`config.mk`:
```
export PLATFORM = sky130hd
export DESIGN_NAME = pci_mst_seq
export DESIGN_NICKNAME = d
export VERILOG_FILES = /design/src/rtl/pci_mst_pkg.sv /design/src/rtl/pci_mst_xfer_ctr.sv /design/src/rtl/pci_mst_devsel_tmr.sv /design/src/rtl/pci_mst_bus_drv.sv /design/src/rtl/pci_mst_seq.sv
export SDC_FILE = /design/constraint.sdc
export NUM_CORES = 1
export LEC_CHECK = 0
export ABC_AREA = 1
export CORE_AREA = 3 3 113 115
export DETAILED_ROUTE_END_ITERATION = 8
export DIE_AREA = 0 0 116 118
export GPL_ROUTABILITY_DRIVEN = 0
export PLACE_DENSITY = 0.77
export SYNTH_ARGS = -nofsm -noshare
export SYNTH_HDL_FRONTEND = slang
export SYNTH_SLANG_ARGS = --single-unit
```
`constraint.sdc`:
```
create_clock -name clk_i -period 1.42 [get_ports clk_i]
set_input_delay 0.355 -clock clk_i [delete_from_list [all_inputs] [get_ports clk_i]]
set_output_delay 0.355 -clock clk_i [all_outputs]
set_load 0.005 [all_outputs]
```
`src/rtl/pci_mst_pkg.sv`:
```
package pci_mst_pkg;
  typedef enum logic [2:0] {
    ST_IDLE,
    ST_REQ,
    ST_ADDR,
    ST_DATA,
    ST_TURN
  } mst_state_e;

  typedef enum logic [1:0] {
    STS_OK     = 2'd0,
    STS_STOP   = 2'd1,
    STS_MABORT = 2'd2
  } mst_status_e;

  localparam logic [3:0] CMD_MEM_RD = 4'b0110;
  localparam logic [3:0] CMD_MEM_WR = 4'b0111;
endpackage

```
`src/rtl/pci_mst_xfer_ctr.sv`:
```
module pci_mst_xfer_ctr #(
  parameter int AD_W  = 32,
  parameter int CNT_W = 8
) (
  input  logic             clk_i,
  input  logic             rst_ni,
  input  logic             load_i,
  input  logic [AD_W-1:0]  addr_i,
  input  logic [CNT_W-1:0] count_i,
  input  logic             step_i,
  output logic [AD_W-1:0]  addr_o,
  output logic [CNT_W-1:0] rem_o,
  output logic             rem_one_o,
  output logic             rem_two_o
);
  localparam logic [AD_W-1:0]  STEP = AD_W'(AD_W / 8);
  localparam logic [CNT_W-1:0] ONE  = CNT_W'(1);
  localparam logic [CNT_W-1:0] TWO  = CNT_W'(2);

  always_ff @(posedge clk_i or negedge rst_ni) begin
    if (!rst_ni) begin
      addr_o <= '0;
      rem_o  <= '0;
    end else if (load_i) begin
      addr_o <= addr_i;
      rem_o  <= count_i;
    end else if (step_i) begin
      addr_o <= addr_o + STEP;
      rem_o  <= rem_o - ONE;
    end
  end

  assign rem_one_o = (rem_o == ONE);
  assign rem_two_o = (rem_o == TWO);
endmodule

```
`src/rtl/pci_mst_devsel_tmr.sv`:
```
module pci_mst_devsel_tmr #(
  parameter int TMO = 5
) (
  input  logic clk_i,
  input  logic rst_ni,
  input  logic run_i,
  input  logic devsel_n_i,
  output logic expire_o
);
  localparam int TW = (TMO < 2) ? 1 : $clog2(TMO);
  localparam logic [TW-1:0] LAST = TW'(TMO - 1);

  logic [TW-1:0] cnt_q;
  logic          seen_q;

  always_ff @(posedge clk_i or negedge rst_ni) begin
    if (!rst_ni) begin
      cnt_q  <= '0;
      seen_q <= 1'b0;
    end else if (!run_i) begin
      cnt_q  <= '0;
      seen_q <= 1'b0;
    end else if (!devsel_n_i) begin
      seen_q <= 1'b1;
    end else if (!seen_q && cnt_q != LAST) begin
      cnt_q <= cnt_q + 1'b1;
    end
  end

  assign expire_o = run_i && !seen_q && devsel_n_i && (cnt_q == LAST);
endmodule

```
`src/rtl/pci_mst_bus_drv.sv`:
```
module pci_mst_bus_drv
  import pci_mst_pkg::*;
#(
  parameter int AD_W = 32
) (
  input  mst_state_e         state_i,
  input  logic               last_i,
  input  logic               write_i,
  input  logic [AD_W-1:0]    addr_i,
  input  logic [AD_W-1:0]    wr_data_i,
  output logic               req_n_o,
  output logic               frame_n_o,
  output logic               irdy_n_o,
  output logic               ctl_oe_o,
  output logic [AD_W-1:0]    ad_o,
  output logic               ad_oe_o,
  output logic [AD_W/8-1:0]  cbe_n_o
);
  logic in_addr, in_data;

  always_comb begin
    in_addr   = (state_i == ST_ADDR);
    in_data   = (state_i == ST_DATA);
    req_n_o   = (state_i != ST_REQ);
    frame_n_o = !(in_addr || (in_data && !last_i));
    irdy_n_o  = !in_data;
    ctl_oe_o  = in_addr || in_data || (state_i == ST_TURN);
    ad_oe_o   = in_addr || (in_data && write_i);
    ad_o      = '0;
    cbe_n_o   = '1;
    if (in_addr) begin
      ad_o    = addr_i;
      cbe_n_o = write_i ? CMD_MEM_WR : CMD_MEM_RD;
    end else if (in_data) begin
      cbe_n_o = '0;
      if (write_i) ad_o = wr_data_i;
    end
  end
endmodule

```
`src/rtl/pci_mst_seq.sv`:
```
module pci_mst_seq
  import pci_mst_pkg::*;
#(
  parameter int AD_W       = 32,
  parameter int CNT_W      = 8,
  parameter int DEVSEL_TMO = 5
) (
  input  logic              clk_i,
  input  logic              rst_ni,
  input  logic              start_i,
  input  logic [AD_W-1:0]   addr_i,
  input  logic              write_i,
  input  logic [CNT_W-1:0]  count_i,
  input  logic [AD_W-1:0]   wr_data_i,
  output logic [AD_W-1:0]   rd_data_o,
  output logic              rd_valid_o,
  output logic              busy_o,
  output logic              done_o,
  output logic [1:0]        status_o,
  output logic [CNT_W-1:0]  rem_count_o,
  output logic [AD_W-1:0]   next_addr_o,
  output logic              req_n_o,
  input  logic              gnt_n_i,
  input  logic              frame_n_i,
  input  logic              irdy_n_i,
  input  logic              trdy_n_i,
  input  logic              devsel_n_i,
  input  logic              stop_n_i,
  input  logic [AD_W-1:0]   ad_i,
  output logic [AD_W-1:0]   ad_o,
  output logic              ad_oe_o,
  output logic [AD_W/8-1:0] cbe_n_o,
  output logic              frame_n_o,
  output logic              irdy_n_o,
  output logic              ctl_oe_o
);
  mst_state_e  state_q;
  mst_status_e status_q;
  logic        last_q, abort_q, write_q;
  logic        rem_one, rem_two;
  logic        in_data, load, xfer_ok, stop_hit, expire, bus_free;

  assign in_data  = (state_q == ST_DATA);
  assign load     = (state_q == ST_IDLE) && start_i && (count_i != '0);
  assign xfer_ok  = in_data && !trdy_n_i && !devsel_n_i;
  assign stop_hit = in_data && !stop_n_i && !devsel_n_i;
  assign bus_free = !gnt_n_i && frame_n_i && irdy_n_i;

  pci_mst_xfer_ctr #(.AD_W(AD_W), .CNT_W(CNT_W)) u_ctr (
    .clk_i     (clk_i),
    .rst_ni    (rst_ni),
    .load_i    (load),
    .addr_i    (addr_i),
    .count_i   (count_i),
    .step_i    (xfer_ok),
    .addr_o    (next_addr_o),
    .rem_o     (rem_count_o),
    .rem_one_o (rem_one),
    .rem_two_o (rem_two)
  );

  pci_mst_devsel_tmr #(.TMO(DEVSEL_TMO)) u_tmr (
    .clk_i      (clk_i),
    .rst_ni     (rst_ni),
    .run_i      (in_data),
    .devsel_n_i (devsel_n_i),
    .expire_o   (expire)
  );

  pci_mst_bus_drv #(.AD_W(AD_W)) u_drv (
    .state_i   (state_q),
    .last_i    (last_q),
    .write_i   (write_q),
    .addr_i    (next_addr_o),
    .wr_data_i (wr_data_i),
    .req_n_o   (req_n_o),
    .frame_n_o (frame_n_o),
    .irdy_n_o  (irdy_n_o),
    .ctl_oe_o  (ctl_oe_o),
    .ad_o      (ad_o),
    .ad_oe_o   (ad_oe_o),
    .cbe_n_o   (cbe_n_o)
  );

  always_ff @(posedge clk_i or negedge rst_ni) begin
    if (!rst_ni) begin
      state_q  <= ST_IDLE;
      status_q <= STS_OK;
      last_q   <= 1'b0;
      abort_q  <= 1'b0;
      write_q  <= 1'b0;
    end else begin
      unique case (state_q)
        ST_IDLE: begin
          last_q  <= 1'b0;
          abort_q <= 1'b0;
          if (load) begin
            write_q  <= write_i;
            status_q <= STS_OK;
            state_q  <= ST_REQ;
          end
        end
        ST_REQ: if (bus_free) state_q <= ST_ADDR;
        ST_ADDR: begin
          last_q  <= rem_one;
          state_q <= ST_DATA;
        end
        ST_DATA: begin
          if (last_q) begin
            // final phase ends on data, stop or a pending/new abort
            if (xfer_ok || stop_hit || abort_q || expire) begin
              state_q <= ST_TURN;
              if (abort_q || expire)   status_q <= STS_MABORT;
              else if (xfer_ok && rem_one) status_q <= STS_OK;
              else                     status_q <= STS_STOP;
            end
          end else if (expire) begin
            last_q  <= 1'b1;
            abort_q <= 1'b1;
          end else if (stop_hit || (xfer_ok && rem_two)) begin
            last_q <= 1'b1;
          end
        end
        ST_TURN: state_q <= ST_IDLE;
        default: state_q <= ST_IDLE;
      endcase
    end
  end

  assign busy_o     = (state_q != ST_IDLE);
  assign done_o     = (state_q == ST_TURN);
  assign status_o   = status_q;
  assign rd_valid_o = xfer_ok && !write_q;
  assign rd_data_o  = ad_i;
endmodule

```
======== Yosys cells after proc, flatten, opt, wreduce, memory -nomap -nowiden ========
Cells that the tools add are included.
storage, ports and cells
  word-level logic and storage cells ...... 109
  register bits ........................... 52
  output and inout port bits .............. 118
operators by class
  add/subtract/negate cells ............... 3
  multiplexer cells ....................... 33
  eq/ne operators ......................... 18
  reduce and logical (&&, ||, !) cells .... 46
operators by type and width
  kind                                                   count
  2-to-1 mux 32 bit                                      5
  adder 32 x 3 -> 32 bit, second input constant          1
  2-to-1 mux 3 bit                                       7
  logical AND 1 bit                                      17
  2-to-1 mux 8 bit                                       2
  inequality test 2 bit, second input constant           6
  case mux 3 bit (4 select lines)                        1
  zero test 1 bit                                        9
  logical OR 1 bit                                       9
  2-to-1 mux 1 bit                                       9
  == test 8 x 1 -> 1 bit, second input constant          1
  == test 8 x 2 -> 1 bit, second input constant          1
  2-to-1 mux 2 bit                                       4
  2-to-1 mux 4 bit                                       2
  AND reduction 4 bit                                    2
  nonzero test 8 bit                                     1
  subtractor 8 x 1 -> 8 bit, second input constant       1
  == test 3 x 2 -> 1 bit, second input constant          2
  == test 3 bit, second input constant                   2
  inequality test 2 x 1 -> 1 bit, second input constant  3
  nonzero test 3 bit                                     2
  case mux 2 bit (2 select lines)                        1
  AND reduction 2 bit                                    2
  nonzero test 2 bit                                     2
  8 further kinds                                        8

======== Longest topological paths before layout ========
Gate-level depths: netlist (run 1).
  word-level depth ........................ 9
  depth in mapped cells ................... 13
  mapped depth without buffers ............ 13

======== Hierarchy ========
Synthesis (run 1) repeated with hierarchy kept, for this count alone.
unflattened totals
  cell total of the unflattened synthesis .. 715
  area total of the unflattened synthesis .. 4601.9 µm²
modules (own cells, without submodules)
  module              cells each  times used  seq. area each (µm²)  area each (µm²)
  pci_mst_xfer_ctr    382         1           1001.0                2731.4
  pci_mst_bus_drv     195         1           0.0                   884.6
  pci_mst_seq         109         1           200.2                 758.2
  pci_mst_devsel_tmr  29          1           100.1                 227.7

======== Worst setup path after synthesis (run 1) ========
Ideal clock, no wire load.
  kind .................................... register to output
  from .................................... reg state_q[2]
  to ...................................... out cbe_n_o[2]
  buffers on the path ..................... 3
  cell stages (with the launch flop) ...... 6
  arrival time ............................ 1.218 ns
  slack ................................... -0.153 ns
  cells stage by stage .................... dfrtp_1 -> nor2_4 -> buf_2 -> buf_2 -> inv_1 -> buf_4
on the way
  word-level cells in the longest chain between the ends .. 3
  elaborated cells on any way between the ends .. 4
  classes of those cells .................. 2 x eq/ne; 2 x mux
ends and longest elaborated chain
  what                    line                   text
  from (decl)             pci_mst_seq.sv:37      mst_state_e state_q;
  from (signal assigned)  pci_mst_seq.sv:87      state_q <= ST_IDLE;
  from (signal assigned)  pci_mst_seq.sv:100     state_q <= ST_REQ;
  from (signal assigned)  pci_mst_seq.sv:103     ST_REQ: if (bus_free) state_q <= ST_ADDR;
  == test 3 x 2 -> 1 bit  pci_mst_bus_drv.sv:23  in_data = (state_i == ST_DATA);
  2-to-1 mux 4 bit        pci_mst_bus_drv.sv:34  end else if (in_data) begin
  2-to-1 mux 4 bit (*)    pci_mst_bus_drv.sv:31  if (in_addr) begin
  to (decl)               pci_mst_seq.sv:32      output logic [AD_W/8-1:0] cbe_n_o,
Mark *: on every way between the ends. The rest lies on a longest branch, timed or not.

======== Worst setup path after layout (run 1) ========
  from .................................... reg state_q[0]
  to ...................................... out cbe_n_o[0]
Same word-level chain as after synthesis.

==> metrics.cfg, run 1 <==
[run_status]
outcome = finished with violations
violations = setup timing

[timing]
rsz0062_at_grt = true
relSlewSlack_pct = 76.8
post-route-period-util_pct = 149
worst_pin_slew_ns = 0.348
final_max_slew_viol_count = 0
clock_skew_ns = 0.0101
final_hold_viol_count = 0
fmaxAchievable_mhz = 471
fin_ws_ns = -0.701
setup_viol_count_final = 95
period_needed_ns = 2.12

[layout]
drive_gt1_share_pct = 40.1
nFillCells = 906
regArea_sq_um = 1310
stdcell_count = 1102
multi_input_area_sq_um = 2720
post-route-util_pct = 68.2
mostFrequentLayoutCell = nand2_1
final_nets = 1072
syn_to_final_growth_pct = 92.5
layout_common_cells = nand2_1, buf_4, clkdlybuf4s50_1, inv_1, nor2_1

[synth]
synth_top_family_by_area = simple AND/OR/NAND/NOR gates
synthMuxAreaShare_pct = 0
synth_area_sq_um = 4220
syn_avg_cell_area_sq_um = 6.64
syn_nets = 755
synth_fa_ha_area_share_pct = 1.78
synthSimpleGateAreaFrac_pct = 37.2
synthDistinctLibCells = 37
synth_xor_area_share_pct = 2.70
synth_compound_area_share_pct = 12.3
synthCells = 635
synth.ff_latch_count = 52
synth-seq-area-share_pct = 30.9
yosys_warnings = 0

[route]
routed_wl_um = 20300
vias = 5817
drc = 0
drt_pre_antenna_iters = 5
wire_per_inst_um = 18.4
ant_nets = 0
drt_iter0_markers = 371
via_per_inst = 5.28

[clocking]
ctsHtreeMaxLevel = 2
cts_tree = yes
cts.sinks = 52
cts_root_buf = clkbuf_16
clk_pin_slew_ns = 0.08
cts_buffer_depth = 2
clock_latency_ns = 0.31
cts_made_buffers = 5

[floorplan]
row_count = 40
dieHeight_um = 118
start_util_pct = 35.4
coreArea_sq_um = 11900
die_area_sq_um = 13700
ioPinCount = 232
fp.dieW_um = 116

[global_routing]
grt_pass1_wl_um = 30900
grt_max_degree = 32
grt_usage_pct = 28.8
grt-ovfl-total = 0
grt_pass1_vias = 5961
antenna_found_initial = 1

[power_and_ir_drop]
p_int_mw = 9.69
p_per_area_nw_per_um2 = 2090
power.share.combinational_pct = 75.3
vdd.ir_drop.worst_mv = 1.17
p_leak_nw = 3.93
swShare_pct = 42.8
p_sw_mw = 7.27
clock_power_share_pct = 9.0
sequentialPowerShare_pct = 15.6

[worst_setup_path]
worst_setup_path_end_kind = output pin
startpoint_type = flop
criticalPathCategory = reg2out
crit_fanout = 4
arrival_ns = 1.77
cp.required_ns = 1.07

[placed_design]
portBuffers = 167
dp_hpwl_um = 12100
dp_cells = 1007

[worst_hold_path]
hp-class = in2async

[run]
cap_violations = 0

-- worst paths after layout --
check                             from          endpoint  slack, ns  depth (start not counted)
max reg2reg                 state_q[0]  u_ctr.addr_o[13]      -0.61                         14
max in group asynchronous       rst_ni   u_ctr.addr_o[7]       0.43                          3
min                             rst_ni       status_o[1]       0.48                          2
min in group clk_i         status_o[1]       status_o[1]       0.48                          2
min reg2reg                status_o[1]       status_o[1]       0.48                          2
max                         state_q[0]        cbe_n_o[0]      -0.70                          5
-- layer usage --
metal | track usage, % | part of all wire (%) | vias up
met5 | 0 | 0 | -
li1 | - | - | 2671
met1 | 33.2 | 37 | 2760
met2 | 50.2 | 50 | 312
met4 | 12.3 | 4.2 | 0
met3 | 6.48 | 8.1 | 74
-- timing repair --
| item | in CTS | in global routing |
|---|---|---|
| cloned | 13 | 0 |
| endpoints found under the hold margin | 11 | 0 |
| pin swaps | 23 | 27 |
| endpoints found under the setup margin | 137 | 111 |
| buffers inserted | 69 | 22 |
| gates resized for setup | 378 | 96 |
| hold buffers | 1 | 0 |
-- critical path, stage by stage, from the launching register on --
cell and delay [ns]:
dfrtp_1 0.42, buf_6 0.13, inv_1 0.16, nand2_1 0.13, nand2_1 0.11, clkdlybuf4s50_1 0.50
-- Yosys cell counts --
cell type,number,area (sq um)
nand2_1,200,751
nand3_1,70,350
inv_1,66,248
nor2_1,64,240
dfrtp_1,52,1300
o21ai_0,37,185
buf_4,36,270
o211ai_1,16,120
a32o_1,11,110
xor2_1,9,78.8
buf_2,8,40.0
ha_1,6,75.1
nand4_1,6,37.5
nor2_2,6,37.5
a21oi_1,5,25.0
clkbuf_1,5,18.8
buf_6,4,45.0
nor2_4,4,45.0
xnor2_1,4,35.0
nand2_4,3,33.8
o22ai_1,3,18.8
a211oi_1,2,15.0
and3_1,2,12.5
inv_2,2,7.51
nor3_1,2,10.0
a21oi_2,1,8.76
a31oi_1,1,6.26
a41oi_1,1,8.76
buf_1,1,3.75
inv_4,1,6.26
nand2_2,1,6.26
nand3b_1,1,7.51
nor2_8,1,20.0
nor3_2,1,10.0
nor3b_1,1,7.51
o21ai_1,1,5.00
o21ai_4,1,16.3
-- stage by stage --
stage	setup slack (ns)	hold slack (ns)	instance area (sq um)	setup TNS [ns]	total power, mW
2_1_floorplan	-0.0323	0.0594	4320	-0.788	6.71
3_3_place_gp	-0.621	0.271	6720	-39.27	11.7
3_5_place_dp	-0.617	0.269	6720	-41.20	11.9
4_1_cts	-0.583	0.479	8100	-39.05	16.1
5_1_grt	-0.733	0.511	8110	-54.39	17.9
6_report	-0.701	0.478	8120	-49.84	17.0
-- layout make-up --
class                           count  area share [%]
Clock inverter                      2           0.478
Multi-Input combinational cell    460            33.5
Inverter                           69            3.50
Antenna cell                        2          0.0616
Clock buffer                        6            1.71
Tap cell                          147            2.27
Sequential cell                    52            16.2
Timing Repair Buffer              364            42.3
-- registers in the layout, summed over array words and instances (netlist names) --
name          cells
u_tmr.seen_q      1
u_tmr.cnt_q       3
abort_q           1
write_q           1
last_q            1
u_ctr.rem_o       8
u_ctr.addr_o     32
state_q           3
status_o          2
-- kinds of logic (layout without fill, tap and decap cells) --
logic type | Yosys count | in the layout
AND/OR/NAND/NOR | 362 | 362
buffers and inverters | 123 | 441
adder cells (fa/ha/maj) | 6 | 6
flip-flops | 52 | 52
XOR/XNOR | 13 | 13
other | 0 | 2
AO/OA/AOI/OAI | 79 | 79
-- power by group through the flow --
| stage | logic [mW] | clock network (mW) | registers (mW) |
|---|---|---|---|
| finish | 12.8 | 1.53 | 2.65 |
| global route | 13.6 | 1.60 | 2.71 |
| CTS | 12.1 | 1.50 | 2.60 |
| detailed placement | 9.06 | 0 | 2.81 |
| global placement | 8.92 | 0 | 2.79 |
| floorplan | 3.84 | 0 | 2.87 |
Note: power is estimated with default switching activity, not from simulation.
==> inputs of run 2 (changes only) <==
CORE_AREA = 3 3 107 109   (was 3 3 113 115)
DIE_AREA = 0 0 110 112   (was 0 0 116 118)
PLACE_DENSITY = 0.81   (was 0.77)
clock period = 2.34 ns   (was 1.42 ns; I/O delays follow)
==> run 2 against run 1 <==
The run still ends with setup timing left. Hold slack worse by 0.18 ns. Sequential power down 31%. Global-route usage down 4.6 points. Flip-flop and latch count unchanged. Combinational power down 64%. Critical endpoint is now ad_o[18]. Highest routed layer unchanged.
==> metrics.cfg, run 2 (synthesis results as in run 1) <==
[route]
ant_nets = 0  ; unchanged
drt_pre_antenna_iters = 5  ; unchanged
drt_iter0_markers = 255  ; was 371
via_per_inst = 5.15  ; was 5.28
drc = 0  ; unchanged
wire_per_inst_um = 16.3  ; was 18.4 um
routed_wl_um = 15300  ; was 20300 um
vias = 4806  ; was 5817

[worst_setup_path]
startpoint_type = flop  ; unchanged
crit_fanout = 5  ; was 4
worst_setup_path_end_kind = output pin  ; unchanged
arrival_ns = 1.78  ; was 1.77 ns
cp.required_ns = 1.75  ; was 1.07 ns
criticalPathCategory = reg2out  ; unchanged

[clocking]
clk_pin_slew_ns = 0.11  ; was 0.08 ns
ctsHtreeMaxLevel = 2  ; unchanged
cts_tree = yes  ; unchanged
clock_latency_ns = 0.30  ; was 0.31 ns
cts_made_buffers = 5  ; unchanged
cts_buffer_depth = 2  ; unchanged
cts_root_buf = clkbuf_8  ; was clkbuf_16
cts.sinks = 52  ; unchanged

[floorplan]
row_count = 38  ; was 40
start_util_pct = 39.4  ; was 35.4%
die_area_sq_um = 12300  ; was 13700 sq um
coreArea_sq_um = 10700  ; was 11900 sq um
dieHeight_um = 112  ; was 118 um
ioPinCount = 232  ; unchanged
fp.dieW_um = 110  ; was 116 um

[global_routing]
grt-ovfl-total = 0  ; unchanged
grt_pass1_vias = 4668  ; was 5961
grt_usage_pct = 24.1  ; was 28.8%
grt_max_degree = 30  ; was 32
grt_pass1_wl_um = 23600  ; was 30900 um
antenna_found_initial = 0  ; was 1

[layout]
reg.largest.list = u_ctr.addr_o x32, u_ctr.rem_o x8  ; unchanged
layout_common_cells = nand2_1, clkdlybuf4s50_1, nand3_1, inv_1, nor2_1  ; was nand2_1, buf_4, clkdlybuf4s50_1, inv_1, nor2_1
final_area_sq_um = 6140  ; was 8120 sq um
final_nets = 913  ; was 1072
largest_reg_flops = 32  ; unchanged
drive_gt1_share_pct = 12.5  ; was 40.1%
syn_to_final_growth_pct = 45.7  ; was 92.5%
top_register = u_ctr.addr_o  ; unchanged
mostFrequentLayoutCell = nand2_1  ; unchanged
antennaDiodeCount = 0  ; was 2

[timing]
worst_pin_slew_ns = 0.671  ; was 0.348 ns
final_max_slew_viol_count = 0  ; unchanged
fin_ws_ns = -0.0289  ; was -0.701 ns
clock_skew_ns = 0.00840  ; was 0.0101 ns
fmaxAchievable_mhz = 422
post-route-period-util_pct = 101
period_needed_ns = 2.37
setup_viol_count_final = 1  ; was 95
relSlewSlack_pct = 55.3  ; was 76.8%
rsz0062_at_grt = true  ; unchanged
final_hold_viol_count = 0  ; unchanged
worst_hold_slack_ns = 0.296  ; was 0.478 ns

[run_status]
outcome = finished with violations  ; unchanged
violations = setup timing  ; unchanged

[power_and_ir_drop]
vdd.ir_drop.worst_mv = 0.705  ; was 1.17 mV
p_per_area_nw_per_um2 = 1160  ; was 2090 nW/um^2
finalPower_mw = 7.11  ; was 17.0 mW
p_leak_nw = 2.85  ; was 3.93 nW

[placed_design]
portBuffers = 167  ; unchanged
dp_hpwl_um = 11600  ; was 12100 um
place_area_sq_um = 5890  ; was 6720 sq um

[run]
cap_violations = 0  ; unchanged

[worst_hold_path]
hp-class = in2async  ; unchanged

run 2: cell type report:
class / count / area [sq um]
Fill cell: 1020 / 4550
Sequential cell: 52 / 1310
Inverter: 69 / 262
Clock inverter: 2 / 38.8
Tap cell: 140 / 175
Timing Repair Buffer: 205 / 1960
Clock buffer: 6 / 82.6
Multi-Input combinational cell: 460 / 2320
run 2: where the power goes:
part           internal, mW  leakage [nW]  switching [mW]
logic                  2.26          2.14            2.33
clock network         0.351        0.0614           0.326
registers              1.29         0.648           0.548
run 2: per-stage QoR:
stage / util [%] / setup slack (ns) / instances / TNS [ns]
floorplan: - / 0.537 / 635 / 0
global placement: 55.1 / -0.136 / 910 / -0.144
detailed placement: 55.1 / -0.169 / 910 / -0.179
CTS: 57.1 / -0.159 / 928 / -0.574
global route: 57.4 / -0.0804 / 934 / -0.148
finish: 57.4 / -0.0289 / 934 / -0.0289
run 2: timing repair:
action                     4_1_cts  5_1_grt
gates cloned                     1        0
buffers inserted                 9        7
pin swaps                        1        4
setup endpoints to repair       37       25
resized for setup               63       56
hold buffers                     0        0
run 2: path summary, 6_finish.rpt:
path	startpoint	cells after the start	slack, ns	end
max	state_q[0]	8	-0.03	ad_o[18]
min	rst_ni	1	0.30	status_o[0]
max reg2reg	state_q[0]	13	0.17	u_ctr.addr_o[4]
min reg2reg	status_o[0]	2	0.48	status_o[0]
max in group asynchronous	rst_ni	2	1.44	u_ctr.addr_o[13]
min in group clk_i	status_o[0]	2	0.48	status_o[0]
run 2: worst max-delay path: stages (launching register included):
cell	delay [ns]
dfrtp_2	0.46
nand2_2	0.10
nor2_4	0.06
buf_6	0.11
buf_8	0.12
buf_8	0.12
buf_12	0.12
a32o_1	0.25
buf_2	0.12
run 2: per-layer routing:
layer / routed length [um] / share of wire, % / track usage [%]
met3: 1320 / 8.6 / 5.45
met4: 277 / 1.8 / 6.32
met5: 0 / 0 / 0
met2: 7430 / 49 / 40.2
met1: 6220 / 41 / 31.3
